File: src/rtl/pair_issue_pkg.sv
package pair_issue_pkg;

  typedef enum logic [1:0] {
    LK_NOP   = 2'd0,
    LK_INT   = 2'd1,
    LK_LOAD  = 2'd2,
    LK_STORE = 2'd3
  } lkind_e;

  function automatic int unsigned imax(input int unsigned a, input int unsigned b);
    return (a > b) ? a : b;
  endfunction

endpackage

File: src/rtl/fp_ready_board.sv
module fp_ready_board #(
  parameter int unsigned NREG = 32,
  parameter int unsigned CW   = 2,
  parameter int unsigned NQ   = 4,
  localparam int unsigned AW  = $clog2(NREG)
) (
  input  logic                   clk,
  input  logic                   rst,
  input  logic                   w0_en,
  input  logic [AW-1:0]          w0_idx,
  input  logic [CW-1:0]          w0_val,
  input  logic                   w1_en,
  input  logic [AW-1:0]          w1_idx,
  input  logic [CW-1:0]          w1_val,
  input  logic [NQ-1:0][AW-1:0]  q_idx,
  output logic [NQ-1:0][CW-1:0]  q_cnt
);

  logic [CW-1:0] cnt [NREG];

  for (genvar g = 0; g < NREG; g++) begin : g_reg
    logic          hit0, hit1;
    logic [CW-1:0] nv;
    assign hit0 = w0_en && (w0_idx == AW'(g));
    assign hit1 = w1_en && (w1_idx == AW'(g));
    assign nv   = (hit1 && (!hit0 || (w1_val >= w0_val))) ? w1_val : w0_val;

    always_ff @(posedge clk) begin
      if (rst)                cnt[g] <= '0;
      else if (hit0 || hit1)  cnt[g] <= nv;
      else if (cnt[g] != '0)  cnt[g] <= cnt[g] - 1'b1;
    end

    AST_CNT_DECAY: assert property (@(posedge clk) disable iff (rst)
      (!hit0 && !hit1 && (cnt[g] != '0)) |=> (cnt[g] == $past(cnt[g]) - 1'b1));
  end

  for (genvar q = 0; q < NQ; q++) begin : g_q
    assign q_cnt[q] = cnt[q_idx[q]];
  end

endmodule

File: src/rtl/pair_arbiter.sv
module pair_arbiter
  import pair_issue_pkg::*;
#(
  parameter int unsigned AW       = 5,
  parameter int unsigned CW       = 2,
  parameter int unsigned FPOP_LAT = 3,
  parameter int unsigned LOAD_LAT = 1,
  parameter int unsigned ST_SLACK = 1
) (
  input  logic          lv,
  input  lkind_e        lk,
  input  logic [AW-1:0] lreg,
  input  logic          rv,
  input  logic [AW-1:0] ra,
  input  logic [AW-1:0] rb,
  input  logic [CW-1:0] cnt_l,
  input  logic [CW-1:0] cnt_a,
  input  logic [CW-1:0] cnt_b,
  input  logic [CW-1:0] cnt_d,
  output logic          go_l,
  output logic          go_r
);

  localparam logic [CW-1:0] FPOP_C  = CW'(FPOP_LAT);
  localparam logic [CW-1:0] LOAD_C  = CW'(LOAD_LAT);
  localparam logic [CW-1:0] STORE_C = CW'(ST_SLACK);

  logic l_ok, r_ok, pair_raw;

  always_comb begin
    unique case (lk)
      LK_LOAD:  l_ok = (cnt_l <= LOAD_C);
      LK_STORE: l_ok = (cnt_l <= STORE_C);
      default:  l_ok = 1'b1;
    endcase
    go_l     = !lv || l_ok;
    pair_raw = lv && (lk == LK_LOAD) && ((ra == lreg) || (rb == lreg));
    r_ok     = (cnt_a == '0) && (cnt_b == '0) && (cnt_d <= FPOP_C) && !pair_raw;
    go_r     = go_l && (!rv || r_ok);
  end

endmodule

File: src/rtl/pair_issue_top.sv
module pair_issue_top
  import pair_issue_pkg::*;
#(
  parameter int unsigned NREG     = 32,
  parameter int unsigned FPOP_LAT = 3,
  parameter int unsigned LOAD_LAT = 1,
  parameter int unsigned ST_SLACK = 1,
  localparam int unsigned AW      = $clog2(NREG),
  localparam int unsigned CW      = $clog2(imax(FPOP_LAT, LOAD_LAT) + 1)
) (
  input  logic          clk,
  input  logic          rst,
  input  logic          pair_vld_i,
  input  logic [1:0]    int_kind_i,
  input  logic [AW-1:0] int_freg_i,
  input  logic          fp_op_i,
  input  logic [AW-1:0] fp_dst_i,
  input  logic [AW-1:0] fp_srca_i,
  input  logic [AW-1:0] fp_srcb_i,
  output logic          fetch_hold_o,
  output logic          int_issue_o,
  output logic          fp_issue_o
);

  localparam int unsigned NQ = 4;

  logic          lv, rv;
  lkind_e        lk;
  logic [AW-1:0] lreg, rd, ra, rb;
  logic          go_l, go_r;
  logic [NQ-1:0][AW-1:0] q_idx;
  logic [NQ-1:0][CW-1:0] q_cnt;
  logic          w0_en, w1_en;

  assign q_idx = {rd, rb, ra, lreg};
  assign w0_en = go_l && lv && (lk == LK_LOAD);
  assign w1_en = go_r && rv;

  fp_ready_board #(.NREG(NREG), .CW(CW), .NQ(NQ)) board_i (
    .clk    (clk),
    .rst    (rst),
    .w0_en  (w0_en),
    .w0_idx (lreg),
    .w0_val (CW'(LOAD_LAT)),
    .w1_en  (w1_en),
    .w1_idx (rd),
    .w1_val (CW'(FPOP_LAT)),
    .q_idx  (q_idx),
    .q_cnt  (q_cnt)
  );

  pair_arbiter #(
    .AW(AW), .CW(CW), .FPOP_LAT(FPOP_LAT), .LOAD_LAT(LOAD_LAT), .ST_SLACK(ST_SLACK)
  ) arb_i (
    .lv    (lv),
    .lk    (lk),
    .lreg  (lreg),
    .rv    (rv),
    .ra    (ra),
    .rb    (rb),
    .cnt_l (q_cnt[0]),
    .cnt_a (q_cnt[1]),
    .cnt_b (q_cnt[2]),
    .cnt_d (q_cnt[3]),
    .go_l  (go_l),
    .go_r  (go_r)
  );

  assign fetch_hold_o = (lv && !go_l) || (rv && !go_r);

  always_ff @(posedge clk) begin
    if (rst) begin
      lv          <= 1'b0;
      rv          <= 1'b0;
      lk          <= LK_NOP;
      lreg        <= '0;
      rd          <= '0;
      ra          <= '0;
      rb          <= '0;
      int_issue_o <= 1'b0;
      fp_issue_o  <= 1'b0;
    end else begin
      int_issue_o <= go_l && lv;
      fp_issue_o  <= go_r && rv;
      if (!fetch_hold_o) begin
        lv   <= pair_vld_i && (int_kind_i != 2'd0);
        rv   <= pair_vld_i && fp_op_i;
        lk   <= lkind_e'(int_kind_i);
        lreg <= int_freg_i;
        rd   <= fp_dst_i;
        ra   <= fp_srca_i;
        rb   <= fp_srcb_i;
      end else if (go_l) begin
        lv <= 1'b0;
      end
    end
  end

  AST_IN_ORDER: assert property (@(posedge clk) disable iff (rst)
    (lv && rv && !go_l) |=> !fp_issue_o);

  AST_HOLD_KEEPS_RIGHT: assert property (@(posedge clk) disable iff (rst)
    fetch_hold_o |=> ($stable(rv) && $stable(rd) && $stable(ra) && $stable(rb)));

  AST_SAME_PAIR_LOAD: assert property (@(posedge clk) disable iff (rst)
    (go_l && lv && (lk == LK_LOAD) && rv && ((ra == lreg) || (rb == lreg))) |=> !fp_issue_o);

  AST_EMPTY_NO_HOLD: assert property (@(posedge clk) disable iff (rst)
    (!lv && !rv) |-> !fetch_hold_o);

endmodule

File: config.mk
export PLATFORM = sky130hd
export DESIGN_NAME = pair_issue_top
export DESIGN_NICKNAME = d
export VERILOG_FILES = /design/src/rtl/pair_issue_pkg.sv /design/src/rtl/fp_ready_board.sv /design/src/rtl/pair_arbiter.sv /design/src/rtl/pair_issue_top.sv
export SDC_FILE = /design/constraint.sdc
export NUM_CORES = 1
export LEC_CHECK = 0
export ABC_AREA = 1
export BUFFER_PORTS_ARGS = -buffer_cell sky130_fd_sc_hd__clkbuf_2
export CORE_ASPECT_RATIO = 1.75
export CORE_UTILIZATION = 30
export CTS_CLUSTER_SIZE = 14
export DETAILED_ROUTE_END_ITERATION = 8
export PLACE_DENSITY = 0.53
export SKIP_CTS_REPAIR_TIMING = 1
export SYNTH_ARGS = -nofsm -noshare
export SYNTH_HDL_FRONTEND = slang
export SYNTH_HIERARCHICAL = 1
export SYNTH_SLANG_ARGS = --single-unit
File: constraint.sdc
create_clock -name clk -period 8.3 [get_ports clk]
set_input_delay 0.415 -clock clk [delete_from_list [all_inputs] [get_ports clk]]
set_output_delay 0.415 -clock clk [all_outputs]
set_load 0.01 [all_outputs]
==> results.ini <==
[outcome]
status = completed

[placement]
globalplace.congestion = 0.979
portBuffers = 28
dp_hpwl_um = 23000
place_area_um2 = 9110

[pwr]
switchingPower_uw = 920
switching_share_pct = 43.3
power.share.clock_pct = 19.2
internal_power_mw = 1.21
p_leak_nw = 4.65
combPwrFrac_pct = 37.7
pwr-share-seq_pct = 43.1
vdd.ir_drop.worst_uv = 157
p_per_area_nw_per_um2 = 226

[timing]
rsz0062_at_grt = no
slew_viol_final = 0
max_freq_mhz = 235
finClkSkew_ns = 0.00804
setup_tns_ns = 0
finalSetupViolations = 0
hold_viol = 0
min_period_ns = 4.26
relSlewSlack_pct = 26.1
period_share_pct = 51.3
worst_slew_pin_slew_ns = 1.11

[grt]
grt_pass1_vias = 8830
grt_overflow = 0
grt_max_degree = 45
grt_pass1_wl_um = 48500
track_usage_pct = 21.3
antenna_found_initial = 0

[yosys]
netlist_area_um2 = 8820
synth.avg_cell_area_um2 = 5.83
syn_inst = 1512
ys.warnings.count = 6

[layout]
final_layout_size_suffix_gt1_share_pct = 7.47
final_cell_area_um2 = 9400
final_common_cell = nand2_1
diodes = 0
layout_common_cells = nand2_1, nand3_1, inv_1
synthToLayoutAreaGrowth_pct = 6.50
fin_nets = 1554

[detailed_routing]
remaining_drc_errors = 0
vias = 9246
dr.pass1.iters = 6
ant_nets = 0
post_drt_wl_per_cell_um = 16.4
drt_iter0_drc = 623
wirelength_um = 30900
viasPerCell = 4.93

[clock_network]
insertion_delay_ns = 0.37
cts_sinks = 90
clk_pin_slew_ns = 0.07
numCtsBuffers = 9
htree_num_levels = 3
root_buffer = clkbuf_16
cts_buffer_depth = 2
cts_tree = yes

[worst_setup_path]
startpoint_type = register
worstPathMaxFanout = 44
r2r-start = ra[0]$_SDFFE_PP0N_
cp_data_arrival_time_ns = 4.51
crit_required_ns = 8.55
worst-setup-path-type = register to register
rr_endpoint = board_i/cnt[11][1]$_DFFE_PP_
r2r_cells = 23
reg2reg_slack_ns = 4.04
cp-end-kind = register

[flow_run]
maxCapViolCount = 0

[die]
start_util_pct = 30.7
ios = 29
dieHeight_um = 229
core_um2 = 28700
die_area_um2 = 30100
die_w_um = 132
row_count = 82

[hold_path]
min_path_type = primary input to register
min_to = lv$_SDFFE_PP0P_
hold_depth = 3
hold_path.startpoint = pair_vld_i

==> state kept, by name (all words and copies together) (netlist names) <==
| signal | cells |
|---|---|
| rb | 5 |
| rv | 1 |
| rd | 5 |
| fp_issue_o | 1 |
| board_i/cnt | 64 |
| lk | 2 |
| int_issue_o | 1 |
| ra | 5 |
| lreg | 5 |
| lv | 1 |
==> worst max path at each step <==
stage / from / end / slack [ns] / cells past startpoint
after floorplan: ra[1]$_SDFFE_PP0N_ / board_i/cnt[1][0]$_DFFE_PP_ / 5.54 / 23
after global placement: ra[0]$_SDFFE_PP0N_ / board_i/cnt[11][1]$_DFFE_PP_ / 4.22 / 23
after detailed placement: ra[0]$_SDFFE_PP0N_ / board_i/cnt[11][1]$_DFFE_PP_ / 4.18 / 23
after CTS: ra[0]$_SDFFE_PP0N_ / board_i/cnt[11][1]$_DFFE_PP_ / 4.15 / 23
after global routing: ra[0]$_SDFFE_PP0N_ / board_i/cnt[0][1]$_DFFE_PP_ / 3.73 / 23
final: ra[0]$_SDFFE_PP0N_ / board_i/cnt[11][1]$_DFFE_PP_ / 4.04 / 23
==> worst max-delay path: stages (launching register included) <==
cell and delay, ns:
dfxtp_1 0.31, buf_4 0.39, inv_1 0.57, nand2_1 0.18, nand3_1 0.17, nand3_1 0.17, nand2_1 0.07, nand2_1 0.07
nand2_1 0.07, nand2_1 0.05, nand2_1 0.09, nor4_4 0.30, nand2_1 0.10, a21oi_2 0.14, nand2_1 0.08, inv_1 0.08
inv_1 0.06, nor2_4 0.46, nand2_1 0.25, nand2_1 0.14, inv_1 0.06, nor2_1 0.12, nand3_1 0.10, nand2_1 0.06
==> through the flow <==
| stage | setup WS, ns | hold slack [ns] | std cells | power, mW | util, % |
|---|---|---|---|---|---|
| finish | 4.04 | 0.299 | 1877 | 2.13 | 32.7 |
| global route | 3.73 | 0.313 | 1877 | 2.31 | 32.7 |
| CTS | 4.15 | 0.285 | 1877 | 2.12 | 32.7 |
| detailed placement | 4.18 | 0.502 | 1861 | 1.71 | 31.7 |
| global placement | 4.22 | 0.496 | 1861 | 1.69 | 31.7 |
| floorplan | 5.54 | 0.462 | 1517 | 1.44 | - |
==> power by group through the flow <==
stage	clock network (mW)	logic, mW	registers [mW]
after floorplan	0	0.652	0.788
after global placement	0	0.770	0.922
after detailed placement	0	0.792	0.920
after CTS	0.420	0.793	0.912
after global routing	0.430	0.951	0.928
final	0.409	0.803	0.916
==> routing by layer <==
layer / up-vias / GRT usage (%) / share of wire (%)
met1: 4172 / 21.9 / 37
met4: 0 / 16.9 / 7.8
met2: 319 / 38.6 / 51
met3: 111 / 2.59 / 4.9
met5: - / 0 / 0
li1: 4644 / - / -
==> cell type report <==
type                    instances  area, um^2
flip-flops and latches         90        2440
clock buffers                  10         239
well taps                     378         473
multi-input cells            1142        5200
repair buffers                 33         178
clock inverters                 6        41.3
inverters                     218         821
fillers                      3220       19300
Note: power is estimated with default switching activity, not from simulation.
